[config.mk]
export PLATFORM = sky130hd
export DESIGN_NAME = i2c_scl_timer
export DESIGN_NICKNAME = d
export VERILOG_FILES = /design/src/rtl/i2c_scl_timer.sv
export SDC_FILE = /design/constraint.sdc
export NUM_CORES = 1
export LEC_CHECK = 0
export ABC_AREA = 1
export BUFFER_PORTS_ARGS = -buffer_cell sky130_fd_sc_hd__clkbuf_2
export CORE_MARGIN = 5
export CORE_UTILIZATION = 35
export CTS_CLUSTER_DIAMETER = 200
export DETAILED_ROUTE_END_ITERATION = 16
export HOLD_SLACK_MARGIN = 0.02
export PLACE_DENSITY = 0.54
export SLEW_MARGIN = 5
export SYNTH_ARGS = -nofsm -noshare
export SYNTH_HDL_FRONTEND = slang
export SYNTH_SLANG_ARGS = --single-unit
export TNS_END_PERCENT = 50
[constraint.sdc]
create_clock -name clk -period 3.75 [get_ports clk]
set_input_delay 0.5625 -clock clk [delete_from_list [all_inputs] [get_ports clk]]
set_output_delay 0.5625 -clock clk [all_outputs]
set_load 0.05 [all_outputs]
[src/rtl/i2c_scl_timer.sv]
module i2c_scl_timer #(
  parameter int PSC_W = 3,
  parameter int FLT_W = 4
) (
  input  logic             clk,
  input  logic             rst_n,
  input  logic [PSC_W-1:0] cfg_prescale,
  input  logic [31:0]      cfg_timing_std,
  input  logic [31:0]      cfg_timing_hs,
  input  logic [31:0]      cfg_filter,
  input  logic             hs_mode,
  input  logic             op_req,
  input  logic [1:0]       op_code,
  input  logic             scl_in,
  input  logic             sda_in,
  output logic             busy,
  output logic             scl_low,
  output logic             shift_stb,
  output logic             sample_stb,
  output logic             sda_fall_stb,
  output logic             sda_rise_stb,
  output logic             done,
  output logic             scl_filt,
  output logic             sda_filt
);
  localparam int DIV_W = (1 << PSC_W) - 1;
  localparam logic [1:0] OP_BIT = 2'd0, OP_START = 2'd1, OP_STOP = 2'd2;

  typedef enum logic [2:0] {S_IDLE, S_LOW, S_WAIT, S_HIGH, S_SU, S_HD} st_t;

  st_t              st;
  logic [1:0]       op;
  logic [7:0]       cnt, lim, sh;
  logic [5:0]       lo, hi, dv;
  logic [PSC_W-1:0] psc;
  logic [FLT_W-1:0] fw_c, fw_d;
  logic [DIV_W-1:0] pre, mask;
  logic             seen_low, tick, last;
  logic [1:0]       raw, flt;
  logic [31:0]      tw;
  logic             unused_bits;

  assign tw  = hs_mode ? cfg_timing_hs : cfg_timing_std;
  assign raw = {sda_in, scl_in};
  assign unused_bits = ^{tw[31:30], tw[15:14], tw[7:6], cfg_filter};

  for (genvar g = 0; g < 2; g++) begin : g_flt
    logic q1, q2, qf;
    logic [FLT_W-1:0] fc, wid;
    assign wid = (g == 0) ? fw_c : fw_d;
    always_ff @(posedge clk or negedge rst_n) begin
      if (!rst_n) begin
        q1 <= 1'b1; q2 <= 1'b1; qf <= 1'b1; fc <= '0;
      end else begin
        q1 <= raw[g];
        q2 <= q1;
        if (q2 == qf) fc <= '0;
        else if (fc >= wid) begin qf <= q2; fc <= '0; end
        else fc <= fc + 1'b1;
      end
    end
    assign flt[g] = qf;
  end
  assign scl_filt = flt[0];
  assign sda_filt = flt[1];

  always_comb begin
    for (int i = 0; i < DIV_W; i++) mask[i] = (i < int'(psc));
    case (st)
      S_LOW:   lim = {2'b0, lo};
      S_HIGH:  lim = {2'b0, hi};
      default: lim = sh;
    endcase
  end

  assign tick = (st != S_IDLE) && (st != S_WAIT) && (pre == mask);
  assign last = (cnt == lim);

  always_ff @(posedge clk or negedge rst_n) begin
    if (!rst_n) begin
      st <= S_IDLE; op <= OP_BIT; cnt <= '0; pre <= '0; seen_low <= 1'b0;
      psc <= '0; lo <= '0; hi <= '0; sh <= '0; dv <= '0; fw_c <= '0; fw_d <= '0;
    end else begin
      pre <= (st == S_IDLE || st == S_WAIT || tick) ? '0 : pre + 1'b1;
      seen_low <= (st == S_IDLE) ? 1'b0 : (seen_low | ~scl_filt);
      case (st)
        S_IDLE: begin
          psc <= cfg_prescale;
          dv <= tw[29:24]; sh <= tw[23:16]; hi <= tw[13:8]; lo <= tw[5:0];
          fw_c <= cfg_filter[16 +: FLT_W];
          fw_d <= cfg_filter[24 +: FLT_W];
          cnt <= '0;
          if (op_req && op_code != 2'd3) begin
            op <= op_code;
            st <= (op_code == OP_START) ? S_WAIT : S_LOW;
          end
        end
        S_WAIT:
          if (scl_filt && (seen_low || op == OP_START)) begin
            st  <= (op == OP_BIT) ? S_HIGH : S_SU;
            cnt <= '0;
          end
        default:
          if (tick) begin
            if (last) begin
              cnt <= '0;
              case (st)
                S_LOW:   st <= S_WAIT;
                S_SU:    st <= S_HD;
                default: st <= S_IDLE;
              endcase
            end else cnt <= cnt + 1'b1;
          end
      endcase
    end
  end

  assign busy         = (st != S_IDLE);
  assign scl_low      = (st == S_LOW);
  assign shift_stb    = tick && (st == S_LOW) && (cnt == {2'b0, dv});
  assign sample_stb   = tick && (st == S_HIGH) && (cnt == {3'b0, hi[5:1]});
  assign sda_fall_stb = tick && last && (st == S_SU) && (op == OP_START);
  assign sda_rise_stb = tick && last && (st == S_SU) && (op == OP_STOP);
  assign done         = tick && last && (st == S_HIGH || st == S_HD);

  // data changes only while SCL is held low
  p_shift_in_low_r4: assert property (@(posedge clk) disable iff (!rst_n)
    shift_stb |-> scl_low);

  // sampling happens only with SCL released and seen high
  p_sample_high_r6: assert property (@(posedge clk) disable iff (!rst_n)
    sample_stb |-> (scl_filt && !scl_low));

  // the event ends the cycle after done
  p_done_idle_r5: assert property (@(posedge clk) disable iff (!rst_n)
    done |=> !busy);

  // captured settings hold while busy
  p_cfg_hold_r10: assert property (@(posedge clk) disable iff (!rst_n)
    (busy && $past(busy)) |-> ($stable(lo) && $stable(hi) && $stable(sh) &&
                               $stable(dv) && $stable(psc)));

  // a request while busy does not change the running event
  p_op_hold_r11: assert property (@(posedge clk) disable iff (!rst_n)
    (busy && $past(busy)) |-> $stable(op));
endmodule

* After elaboration in Yosys (flattened, before gate mapping) *
Index checks and enable logic that the tools add are counted.

word-level totals
  register bits = 72
  input port bits = 107
  output and inout port bits = 9
  word-level logic and storage cells = 102
  memories = 0
  RAM bits = 0
  memory bits (read-only) = 0
  bits in latches = 0

cells by class
  mux-type cells = 20
  shift operators = 0
  divide/modulo/power cells = 0
  multipliers = 0
  equal/unequal tests = 18
  add/sub/neg operators = 4
  reduce and logical (&&, ||, !) cells = 27
  bitwise operators = 4
  order comparisons = 9

operators with widths
  kind                   count
  $pmux W8 S2            2
  $mux W30               1
  $mux W8                3
  $mux W4                4
  $mux W3                5
  $logic_and A1 B1 Y1    13
  $pmux W3 S2            2
  $lt A3 B3 Y1 const A   3
  $reduce_bool A3 Y1     3
  $add A4 B1 Y4 const B  2
  $add A8 B1 Y8 const B  1
  $eq A8 B5 Y1           1
  $eq A8 B6 Y1           1
  $eq A8 B8 Y1           1
  $ge A4 B4 Y1           2
  $reduce_and A2 Y1      4
  $add A7 B1 Y7 const B  1
  $eq A7 B7 Y1           1
  $mux W7                1
  $eq A3 B2 Y1 const B   2
  $eq A3 B3 Y1 const B   2
  $lt A1 B3 Y1 const A   2
  $lt A2 B3 Y1 const A   2
  $eq A2 B1 Y1 const B   2
  other kinds (14)       21

* Depth between registers and ports, before layout *
Gate-level depths: netlist of the first run.

  depth after elaboration = 6
  mapped depth = 13
  mapped depth without buffers = 13

* Least setup slack after synthesis of the first run *
Ideal clock, no wire load.

  path type = flip-flop to output port
  start point = reg st[2]
  end point = out done
  arrival time = 2713 ps
  required time = 3188 ps
  stages on the path, launching flop included = 11
  setup slack = 474 ps
  buffers on the path = 1
  cell sequence = dfrtp_1 > inv_2 > nand2_4 > buf_6 > nand2_1 > nand2_1 > nand2_1 > nand2_2 > nor2_4 > nand3_4 > nor4_1

on the way
  word-level cells in the longest chain between the ends = 5
  elaborated cells on any way between the ends = 12
  classes of those cells = 5 x eq/ne; 1 x mux; 6 x reduce/logical

ends and longest elaborated chain
  item                                                        line     RTL
  from (decl)                                                 31       st_t st;
  from (signal assigned)                                      95       st <= (op_code == OP_START) ? S_WAIT : S_LOW;
  from (signal assigned)                                      100      st <= (op == OP_BIT) ? S_HIGH : S_SU;
  $eq A3 B2 Y1, or another cell as far along                  69, 124
  $pmux W8 S2 / $logic_and A1 B1 Y1 (equally long branches)   69, 76
  $eq A8 B8 Y1 / $logic_and A1 B1 Y1 (equally long branches)  77, 76
  $logic_and A1 B1 Y1                                         124      assign done = tick && last && (st == S_HIGH || st == S_HD);
  $logic_and A1 B1 Y1 (*)                                     124
  to (decl)                                                   22       output logic done,

Every way passes the cells marked *; elsewhere a longest branch is shown, timed or not.

* Worst setup path in the final report of the first run *
  start point = reg st[0]
  end point = out sda_fall_stb

on the way
  word-level cells in the longest chain between the ends = 6
  elaborated cells on any way between the ends = 12
  classes of those cells = 5 x eq/ne; 1 x mux; 6 x reduce/logical

ends and longest elaborated chain
  item                                                        line    RTL
  $eq A3 B2 Y1, or another cell as far along                  69      case (st)
  $pmux W8 S2 / $logic_and A1 B1 Y1 (equally long branches)   69, 76
  $eq A8 B8 Y1 / $logic_and A1 B1 Y1 (equally long branches)  77, 76
  $logic_and A1 B1 Y1                                         122     assign sda_fall_stb = tick && last && (st == S_SU) && (op == OP_START);
  $logic_and A1 B1 Y1 (*) (2 in a row)                        122
  to (decl)                                                   20      output logic sda_fall_stb,

Marks and branches as above.

==> results of run 1 <==
-- synthesized netlist by cell type, types with 2 or more instances --
| cell type | count | area share |
|---|---|---|
| nand3_1 | 36 | 0.043 |
| nand4_1 | 19 | 0.028 |
| inv_1 | 74 | 0.066 |
| nor2_1 | 36 | 0.032 |
| a21oi_1 | 7 | 0.0084 |
| nor3_1 | 8 | 0.0096 |
| o211ai_1 | 8 | 0.014 |
| o21ai_0 | 64 | 0.077 |
| dfstp_2 | 6 | 0.038 |
| buf_2 | 3 | 0.0036 |
| clkbuf_1 | 14 | 0.013 |
| nor3b_1 | 3 | 0.0054 |
| inv_2 | 4 | 0.0036 |
| ha_1 | 12 | 0.036 |
| nor2_4 | 4 | 0.011 |
| nand2_2 | 4 | 0.0060 |
| nand2_1 | 138 | 0.12 |
| nor4_1 | 3 | 0.0045 |
| nand2_4 | 2 | 0.0054 |
| dfrtp_1 | 66 | 0.40 |
| o22ai_1 | 3 | 0.0045 |
| xor2_1 | 7 | 0.015 |
| xnor2_1 | 8 | 0.017 |
| nor2_2 | 5 | 0.0075 |
-- sequential cells by signal, summed over array words and instances (netlist names), 2 cells and up --
name      flops
cnt           8
g_flt.fc      8
sh            8
pre           7
dv            6
hi            6
lo            6
fw_c          4
fw_d          4
psc           3
st            3
g_flt.q1      2
g_flt.q2      2
op            2
-- per-stage QoR --
stage	power, mW	utilization	hold WS [ns]	cells	setup slack [ns]
detailed placement	3.02	0.396	0.347	758	0.948
global route	4.26	0.423	0.307	774	0.364
global placement	2.98	0.396	0.347	758	0.951
finish	3.92	0.423	0.312	774	0.578
floorplan	2.60	-	0.267	548	0.474
CTS	3.97	0.423	0.303	774	0.569
-- worst max path at each step --
stage	cells after the start	slack, ns	endpoint	from
final	11	0.58	sda_fall_stb	st[0]
after global routing	11	0.36	sda_rise_stb	st[0]
after CTS	11	0.57	sda_fall_stb	st[0]
after detailed placement	11	0.95	sda_fall_stb	st[0]
after global placement	11	0.95	sda_rise_stb	st[0]
after floorplan	10	0.47	done	st[2]
-- layout make-up --
| cell class | instances | share of cell area |
|---|---|---|
| Clock inverter | 7 | 0.0192 |
| Timing Repair Buffer | 82 | 0.0833 |
| Sequential cell | 72 | 0.361 |
| Clock buffer | 9 | 0.0449 |
| Tap cell | 147 | 0.0367 |
| Inverter | 79 | 0.0596 |
| Multi-Input combinational cell | 378 | 0.396 |
-- worst max-delay path, cell delays in order (launching register included) --
cell and delay (ns):
dfrtp_1 0.64, inv_1 0.13, nor2_2 0.24, nand3_1 0.15, nand3_1 0.10, nand2_1 0.05
nand2_1 0.10, nand3_4 0.11, nor2_4 0.17, nand3_1 0.13, nor2_1 0.14, clkbuf_2 0.29
-- routing by layer --
layer,GRT usage,vias up,part of all wire
li1,-,1928,-
met1,0.205,1655,0.49
met2,0.227,89,0.45
met3,0.0361,17,0.052
met4,0.0427,0,0.016
met5,0,-,0
-- power groups by stage --
| stage | Sequential (mW) | Combinational, mW | Clock (mW) |
|---|---|---|---|
| 2_1_floorplan | 1.29 | 1.31 | 0 |
| 6_report | 1.35 | 1.65 | 0.916 |
| 3_3_place_gp | 1.35 | 1.63 | 0 |
| 3_5_place_dp | 1.36 | 1.66 | 0 |
| 5_1_grt | 1.39 | 1.90 | 0.972 |
| 4_1_cts | 1.35 | 1.68 | 0.942 |
-- kinds of logic after synthesis --
group           share of synthesized area
simple gates                        0.288
buf+inv                            0.0922
compound gates                      0.117
flops                               0.433
xor+xnor                           0.0314
fa+ha+maj                          0.0359
mux                               0.00269
==> run summary, run 1 <==
The root buffer cell chosen for the clock tree is clkbuf_16. The run gives 11900 µm² as the core area. The endpoint identified for the worst register-to-register timing path is st[0].

The synthesized instance count was 548; the DRC marker count from the first detailed-route iteration was 227. The count of flip-flops with a built-in enable after synthesis came out at 0. The tools report the detailed placement HPWL as 7.34 mm. The number of placement rows came out at 40. The first global-routing pass estimated 17.4 mm of wire. The die covers 14200 µm². For the setup fix buffers added after clock tree synthesis, the log shows 0. For the remaining global-route overflow, the log shows 0. The final route contains 3689 vias. Summed over all cells, the static leakage comes to 2.54 nW.

For this design, the CTS-stage hold fixing added 0 buffers. Summed over all nets, the switching power comes to 1.70 mW. For the proportion of synthesized chip area in sequential cells, the log shows 0.433.

Setup repair after global routing left no endpoint under its margin. The average instance area after synthesis came out at 7.63 µm². Power density over the cells: 781 nW/µm². The worst setup path is launched from a register. The logs give 3764 for the number of global-route vias before repair and 0 for the DRC violation count after routing. The tools report the launch point of the worst reg-to-reg path as st[0]. The run gives 0 as the initial antenna violation count. Counting cells, the worst reg-to-reg path comes to 11. The share of the cycle needed by the critical path after routing is 0.846.

Yosys printed 0 warnings. The relative max-transition margin came out at 0.377. Data on the critical path is required at its endpoint by 3.19 ns. The type of the worst setup path was register to primary output.

Entering global routing, the biggest net connects 73 pins. After clock tree synthesis, the clock-pin slew on the worst setup and hold paths is 0.06 ns. STA classifies the critical path endpoint as a primary output. The run gives 0 as the max-cap violation count. The run gives 116 as the I/O pin count. Most common cell after layout, fill and taps aside: nand2_1. Count of buffers inserted at the top-level ports: 79. The combinational fraction of design power is 0.422, and the placer congestion estimate is 0.815.

The proportion of register bits with asynchronous set or reset after synthesis is 1.00. The worst hold path cell count is 1. The minimum period implied by the final worst setup slack was 3.17 ns; the slew at the pin closest to its max-slew limit was 0.934 ns. Static timing analysis puts the maximum clock frequency at 315 MHz. CTS saw 72 sinks.

TritonCTS built the clock tree. For this run, the leading register cell type out of synthesis is dfrtp_1. Across all register-to-register paths, the minimum setup slack is 1.66 ns. For the post-synth net total, the log shows 667. The endpoint with the worst hold slack is g_flt[1].q1.

The netlist uses 38 different library cells. For the worst voltage drop across the vdd grid, the log shows 0.449 mV. For the final database, setup skew stands at 0.00614 ns. The critical path arrival was 2.61 ns; the effective utilization at floorplan was 0.352. The library cells used most frequently in the layout, excluding fill and tap cells, are nand2_1, clkbuf_2, inv_1, dfrtp_1, o21ai_0. The post-detailed-placement cell area came out at 4700 µm².

The fraction of power spent switching nets works out to 0.433. After routing the design area is 5020 µm². Dividing the detail-routed wire length by the instance count gives 12.8 µm. Gates resized during post-CTS repair numbered 0. The tightest min-delay check is of the primary input to register type.

Accumulated negative setup slack: 0 ns. For the total routing usage reported by global routing, the log shows 0.147. The average via count per standard cell works out to 4.77. The number of register bits inferred by synthesis was 72. For the area occupied by registers, the log shows 1810 µm². The tools report the number of search-and-repair iterations in the first detailed-routing pass as 4.

Share of cells above drive strength 1: 0.207. The flow ran to the end, and the final reports show no timing, DRC or antenna violations. Clock latency on the worst-skew pair, taken at its later pin, is 0.33 ns. The startpoint identified for the worst hold timing path is sda_in.

In this run the horizontal extent of the chip is 119 µm. The repair_antennas step left the layout with diodes totalling 0. Of all nets on the critical path, the largest fanout is 12. Summing all multi-input logic gate instances after layout gives 1990 µm². The final layout contains routed wiring with a total length of 9.94 mm. The floorplan die height was 119 µm. The logs give 4180 µm² for the netlist area before placement and 0 for the final hold violation count. The final-stage net count is 741, and the buffer levels on the longest clock path is 2.

The area growth from synthesis to final layout came out at 20.0%. Counting the fill cells in the layout gives 1203. Final number of setup-violating endpoints: 0. Share of total power in the clock network: 0.234. The sequential group share of total power was 0.344.

Number of max-slew violations in the final report: 0. The final antenna-violating net count is 0, and the number of buffers created by CTS is 9. The tools report the count of H-tree levels built during CTS as 3. For the cell internal power dissipation, the log shows 2.22 mW.
No activity file was read; power rests on OpenSTA's default activity.
==> run 2, diff against run 1 <==
PLACE_DENSITY = 0.56   (was 0.54)
clock period = 2.59 ns   (was 3.75 ns; I/O delays follow)
==> run 2 against run 1 <==
Against the previous run: register-to-register slack lost 1.2 ns; final area grew 4.7%; clock power grew 59%; flip-flop and latch count is the same.
==> run summary, run 2 (synthesis gave the netlist of run 1 again) <==
The number of buffers created by CTS came out at 9 (unchanged). The DRC marker count from the first detailed-route iteration was 226 (-0.44%). The total leakage power is 2.63 nW (+3.8%). For the via total after detailed routing, the log shows 3741 (+1.4%).

The average via count per standard cell is 4.76 (-0.14%). The met3 wirelength from detailed routing came out at 462 µm (-10%). The cell count after placement is 763 (+0.66%), and the die outline area is 14200 µm² (unchanged). The run gives 0.581 mV (+29%) as the worst voltage drop across the vdd grid. Setup repair after global routing could not meet its margin everywhere. The logs give 5 (+1) for the number of search-and-repair iterations in the first detailed-routing pass and 0.149 (+0.00198) for the total routing usage reported by global routing. The library cells used most frequently in the layout, excluding fill and tap cells, are nand2_1, clkbuf_2, inv_1, o21ai_0, dfrtp_1. The endpoint required time on the critical path came out at 2.20 ns (-0.99 ns).

The root buffer cell chosen for the clock tree is clkbuf_16. For the overall power after layout, the log shows 6.06 mW (+55%). Cell occurring most often along the worst timing path: nand2_1. The wire length reported by the detailed router was 10.2 mm (+2.2%); the post-detailed-placement cell area was 4750 µm² (+1.2%). The number of global-route vias before repair is 3718 (-1.2%), and the area growth from synthesis to final layout is 25.7%.

For the accumulated negative setup slack, the log shows 0 ns (unchanged). The tools report the sum of met2 wire segment lengths after detailed routing as 4.74 mm (+6.7%). The critical path arrival was 2.12 ns (-0.49 ns). Traced cell by cell, the critical path runs through inv_6 -> nand2_8 -> nand2_1 -> nand2_1 -> nand2_1 -> nand2_2 -> nor2_4 -> nand3_4 -> nor2_4 -> nand3_2 -> nor3_2 -> clkbuf_8.

The class of the worst hold path is primary input to asynchronous set/reset pin. Count of buffers inserted at the top-level ports: 79 (unchanged). The share of cells above drive strength 1 was 0.241 (+0.0337). The final number of setup-violating endpoints is 0 (unchanged). The clock net sink count was 72 (unchanged); the effective utilization at floorplan was 0.352 (unchanged). For the area occupied by registers, the log shows 1810 µm² (+0.28%).

Pin count of the biggest net entering global routing: 53 (-27%). The largest registers in the layout are cnt: 8 flops, g_flt.fc: 8 flops, sh: 8 flops. The slew at the pin closest to its max-slew limit is 0.819 ns (-0.115 ns), and the core area is 11900 µm² (unchanged). The global-route wire length before repair is 17.5 mm (+0.99%), and the I/O pin count is 116 (unchanged). The DRC violation count after routing is 0 (unchanged), and the count of antenna diodes in the layout is 0 (unchanged). For the number of fillers in the final layout, the log shows 1190 (-1.1%). The number of buffers added to fix hold violations after cts is 0 (unchanged), and the peak fanout along the critical path is 12 (unchanged). The number of max-slew violations in the final report is 0 (unchanged), and the final hold violation count is 0 (unchanged).

The minimum period implied by the final worst setup slack is 2.51 ns. The logs give 0.443 (+0.0199) for the share of the core filled with cells and 0.33 ns (about the same) for the latest clock arrival within the worst-skew pair. The startpoint kind of the worst setup timing path was a register. The run gives 0 (unchanged) as the final antenna-violating net count. The final-stage net count was 753 (+1.6%); the area of all placed cells without fillers was 5250 µm² (+4.7%).

The remaining global-route overflow was 0 (unchanged); the clock-pin slew on the worst setup and hold paths was 0.06 ns (about the same). The die outline width was 119 µm (unchanged); the share of the cycle needed by the critical path after routing was 0.970. For the setup clock skew after layout, the log shows 0.00443 ns (-0.00171 ns). The placer congestion estimate was 0.857 (+5.2%). The count of H-tree levels built during CTS is 3 (unchanged). The floorplan die height works out to 119 µm (unchanged). The buffer levels on the longest clock path was 2 (unchanged).

The topmost layer with routed signal wires is met4. For this design, the slowest cell found on the critical path is dfrtp_2. The number of placement rows was 40 (unchanged). The tools report the type of element capturing the critical path as a primary output. The number of buffer and inverter instances along the worst setup path is 2 (unchanged). The critical path is of the register to primary output type. The top cell family by delay on the critical path was simple AND/OR/NAND/NOR gates. For this run, the top clock speed supported by timing is 398 MHz. The flow ran to the end, and the final reports show no timing, DRC or antenna violations.

Leaving out fill and tap cells, the most frequent cell in the layout is nand2_1. Number of standard cells in the layout, taps in and fillers out: 786 (+1.6%). For the footprint of the multi-input gates, the log shows 2040 µm² (+2.8%). The run gives 7.59 mm (+3.4%) as the detailed placement HPWL. The maximum single-stage delay on the critical path was 0.47 ns (-0.17 ns).

The initial antenna violation count is 0 (unchanged), and the relative max-transition margin is 0.454 (+0.0770). The power density over the cells was 1150 nW/µm² (+48%); the average routed wire per standard cell was 12.9 µm (+0.68%). The logs give 0 (unchanged) for the max-cap violation count and 4.85 mm (+0.48%) for the detailed-route wire length on metal 1. TritonCTS built the clock tree.
[run 2: per-layer routing]
metal | vias to the layer above | track usage
met3 | 10 | 0.0332
met4 | 0 | 0.0369
met1 | 1695 | 0.200
met5 | - | 0
li1 | 1950 | -
met2 | 86 | 0.245
[run 2: repair_timing]
action	in CTS	in global routing
buffers inserted	4	3
setup endpoints to repair	3	5
pin swaps	8	3
gates resized for setup	15	11
[run 2: layout make-up]
cell class,instances,area share
clock inverter,5,0.0195
clock buffer,11,0.0481
multi-input combinational,378,0.389
timing repair buffer,94,0.106
sequential,72,0.345
tap,147,0.0350
inverter,79,0.0579
[run 2: metrics by stage]
step	setup slack (ns)	hold WS, ns
3_5_place_dp	0.191	0.353
6_report	0.0780	0.0888
5_1_grt	-0.0713	0.129
3_3_place_gp	0.234	0.346
2_1_floorplan	-0.333	0.0929
4_1_cts	-0.0357	0.110
[run 2: where the power goes]
part | switching, mW | internal (mW) | total, mW
Clock | 0.472 | 0.992 | 1.46
Combinational | 1.71 | 0.962 | 2.67
Sequential | 0.354 | 1.57 | 1.92
[run 2: path summary, 6_finish.rpt]
path,cells after the start,end,slack (ns),start
worst max-delay path,12,sda_rise_stb,0.08,st[2]
worst min-delay path,1,cnt[1],0.09,rst_n
worst max register to register,15,st[1],0.46,st[0]
worst min register to register,0,g_flt[0].q2,0.36,g_flt[0].q1
max in group asynchronous,2,g_flt[0].q1,1.76,rst_n
min in group clk,1,g_flt[1].q1,0.14,sda_in
==> run 3, diff against run 2 <==
ABC_AREA = not set   (was 1)
BUFFER_PORTS_ARGS = not set   (was -buffer_cell sky130_fd_sc_hd__clkbuf_2)
DONT_BUFFER_PORTS = 1   (was not set)
PLACE_DENSITY = 0.48   (was 0.56)
==> run 3 against run 2 <==
Against the previous run: the run now ends with negative setup slack left; global-route usage is 0.11 points lower; flip-flop and latch count stayed put; die area is 4.6% lower; critical path depth is 5 lower; final area is 8.3% lower; via count is 22% lower; total power is 58% lower; combinational power is 96% lower; clock power is 11% lower; area after synthesis is 5.0% lower; register-to-register slack worse by 0.19 ns; fmax is 10% lower; critical path type unchanged; critical endpoint unchanged.
==> run summary, run 3 <==
The area share of fa/ha/maj cells after synthesis is 0.0378 (+0.00188), and the maximum single-stage delay on the critical path is 0.43 ns (-0.04 ns). Number of distinct standard cells referenced by the synthesized netlist: 53 (+39%). The endpoint required time on the critical path was 2.20 ns (about the same).

Number of buffer and inverter instances along the worst setup path: 1 (-1). For this run, the leading register cell type out of synthesis is dfrtp_1. The synthesized instance count came out at 423 (-23%).

The tools report the worst voltage drop across the vdd grid as 0.325 mV (-44%). The final hold violation count is 0 (unchanged), and the via total after detailed routing is 2925 (-22%). The run finished, with violations left. The tools report the area of all placed cells without fillers as 4820 µm² (-8.3%). The latest clock arrival within the worst-skew pair was 0.34 ns (about the same). The average instance area after synthesis is 9.39 µm² (+23%), and the I/O pin count is 116 (unchanged). The number of standard cells in the layout, taps in and fillers out was 594 (-24%); the global-route wire length before repair was 15.4 mm (-12%). The count of antenna diodes in the layout came out at 0 (unchanged). Number of buffers created by CTS: 9 (unchanged). The final number of setup-violating endpoints was 5 (+5); the relative max-transition margin was 0.706 (+0.252). STA classifies the critical path startpoint as a register. Fraction of the mapped netlist area in compound gates: 0.131 (+0.0134). The max-cap violation count came out at 0 (unchanged). The total leakage power was 2.28 nW (-13%). Following the worst setup path forward leads to its endpoint at sda_rise_stb. By area the synthesized netlist is led by dfrtp_1, mux2i_1, nand2_1. The count of flip-flops with a built-in enable after synthesis was 0 (unchanged). Critical path arrival: 2.41 ns (+0.29 ns). The tree is rooted in a clkbuf_16. The clock-pin slew on the worst setup and hold paths came out at 0.06 ns (about the same). The worst reg2reg path endpoint was st[1]. The share of the cycle needed by the critical path after routing works out to 1.08 (+0.109). Setup repair after global routing could not meet its margin everywhere. The DRC marker count from the first detailed-route iteration was 116 (-49%). The tools report the placer congestion estimate as 0.763 (-11%). The slew at the pin closest to its max-slew limit is 0.441 ns (-0.378 ns), and the post-synthesis simple-gate area fraction is 0.168 (-0.119).

The area growth from synthesis to layout is 21.2%. The top achievable clock speed came out at 358 MHz (-10%). The count of H-tree levels built during CTS is 3 (unchanged), and the parity-gate share of the synthesized area counting xor and xnor cells is 0.0728 (+0.0413). After synthesis, the largest family of logic cells by area is simple AND/OR/NAND/NOR gates. For the buffer levels on the longest clock path, the log shows 2 (unchanged). The cell depth of the worst flop-to-flop path was 8 (-7); the total of warnings raised by yosys was 0 (unchanged).

Top cell family by delay on the critical path: simple AND/OR/NAND/NOR gates. The tools report the flop-to-flop setup slack as 0.27 ns (-0.19 ns). The average via count per standard cell was 4.92 (+3.5%). The proportion of register bits with asynchronous set or reset after synthesis works out to 1.00 (unchanged). The worst register-to-register path begins at st[1]. The share of the synthesized area in the top cell type is 0.416 (+0.0207), and the core area is 11300 µm² (-5.0%). The largest individual stage delay along the critical path comes from the cell dfrtp_2. The portion of netlist area occupied by mux cells is 0.0888 (+0.0861). The average routed wire per standard cell is 15.3 µm (+18%), and the final antenna-violating net count is 0 (unchanged).

The checks that failed: negative setup slack. The tools report the cell count after placement as 575 (-25%). The first element of the critical path was st[1]. TritonCTS built the clock tree. The run gives 0.00902 ns (+0.00460 ns) as the setup clock skew after layout.

The run gives 0 (unchanged) as the DRC violation count after routing. The post-synthesis cell type with the largest combined area was dfrtp_1. The final worst setup slack came out at -0.205 ns (-0.283 ns).

The effective utilization at floorplan came out at 0.352 (about the same). The post-synth net total is 542 (-19%). In this run the worst hold path is classified as primary input to register. The run gives 0 (unchanged) as the number of max-slew violations in the final report. The proportion of synthesized chip area in sequential cells came out at 0.455 (+0.0226). The worst setup path is of the register to primary output kind.

The remaining global-route overflow was 0 (unchanged). By count the netlist is led by nand2_1, dfrtp_1, o21ai_0, mux2i_1, nor2_1. For the pin count of the biggest net entering global routing, the log shows 73 (+38%). The number of search-and-repair iterations in the first detailed-routing pass was 4 (-1); the floorplan die height was 117 µm (-2.3%).

The pre-CTS worst setup slack was -0.0747 ns (-0.265 ns). Walking the worst path, the cells encountered are mux2i_1 -> xnor2_1 -> nor4_2 -> a31oi_1 -> or3_4 -> nor4b_4 -> buf_12. The run gives 0 (-4) as the setup fix buffers added after clock tree synthesis. The tools report the wire length reported by the detailed router as 9.06 mm (-11%).

The minimum period implied by the final worst setup slack was 2.80 ns (+0.283 ns). The clock net sink count is 72 (unchanged), and the netlist area before placement is 3970 µm² (-5.0%). The peak fanout along the critical path was 6 (-6); the power density over the cells was 532 nW/µm² (-54%). Most common cell after layout, fill and taps aside: nand2_1. The most common cell in the synthesized netlist is nand2_1. The share of cells above drive strength 1 is 0.177 (-0.0636), and the count of buffers inserted at the top-level ports is 0 (-100%). The final-stage net count was 565 (-25%). The worst setup path is captured at a primary output.

The number of placement rows was 39 (-2.5%); the initial antenna violation count was 0 (unchanged). Leaving out fill and tap cells, the most frequent cells in the layout are nand2_1, dfrtp_1, o21ai_0, nor2_1, mux2i_1. The die outline area is 13600 µm² (-4.6%), and the detailed placement HPWL is 6.60 mm (-13%).

The largest registers in the layout are cnt: 8 flops, g_flt.fc: 8 flops, sh: 8 flops. The number of global-route vias before repair is 3124 (-16%), and the number of register bits inferred by synthesis is 72 (unchanged). The logs give 0.148 (-0.00113) for the total routing usage reported by global routing and 4360 µm² (-8.2%) for the post-detailed-placement cell area. The die outline width is 117 µm (-2.3%). The total number of cells along the worst setup path is 7 (-5).
==> run 3: worst min-delay path by stage <==
| stage | from | endpoint | slack [ns] | cells past startpoint |
|---|---|---|---|---|
| floorplan | rst_n | cnt[0] | 0.09 | 0 |
| global placement | rst_n | fw_c[0] | 0.1 | 0 |
| detailed placement | rst_n | fw_c[0] | 0.1 | 0 |
| CTS | scl_in | g_flt[0].q1 | 0.03 | 0 |
| global route | sda_in | g_flt[1].q1 | 0.02 | 0 |
| finish | sda_in | g_flt[1].q1 | 0.05 | 0 |
==> run 3: timing repair <==
item,CTS,global route
cloned,0,0
endpoints found under the hold margin,72,1
pin swaps,6,1
hold buffers,2,1
resized for setup,18,3
endpoints found under the setup margin,5,5
==> run 3: layout make-up <==
| class | count | area, µm² |
|---|---|---|
| Timing Repair Buffer | 37 | 372 |
| Inverter | 17 | 63.8 |
| Sequential cell | 72 | 1810 |
| Multi-Input combinational cell | 309 | 2070 |
| Fill cell | 1088 | 6460 |
| Clock inverter | 4 | 51.3 |
| Clock buffer | 12 | 267 |
| Tap cell | 143 | 179 |
==> run 3: cells by family after synthesis <==
| kind of cell | count (synthesis) |
|---|---|
| flops | 72 |
| mux | 35 |
| fa+ha+maj | 12 |
| compound gates | 83 |
| xor+xnor | 33 |
| simple gates | 146 |
| buf+inv | 42 |
==> run 3: metrics by stage <==
stage / utilization / power (mW) / hold slack, ns / setup TNS, ns
after floorplan: - / 1.24 / 0.0929 / -0.147
after global placement: 0.387 / 1.25 / 0.0969 / -0.172
after detailed placement: 0.387 / 1.25 / 0.0955 / -0.150
after CTS: 0.426 / 2.61 / 0.0261 / -0.673
after global routing: 0.427 / 2.67 / 0.0243 / -1.19
final: 0.427 / 2.56 / 0.0463 / -0.566
==> run 3: where the power goes <==
part           switching [mW]  internal [mW]
sequential             0.0116           1.14
combinational          0.0573         0.0494
clock                   0.479          0.824
==> run 3: worst register-to-register path, stage by stage, from the launching register on <==
cell     delay, ns
dfrtp_2       0.43
mux2i_1       0.25
xnor2_1       0.10
nor4_2        0.28
a31oi_1       0.15
or3_4         0.41
buf_4         0.17
a22o_1        0.23
a21oi_2       0.20
==> run 3: metal layers <==
layer  up-vias  share of wire  GRT usage
met1      1352           0.47      0.193
met3        11          0.043     0.0321
li1       1499              -          -
met4         0          0.021     0.0688
met2        63           0.46      0.236
met5         -              0          0
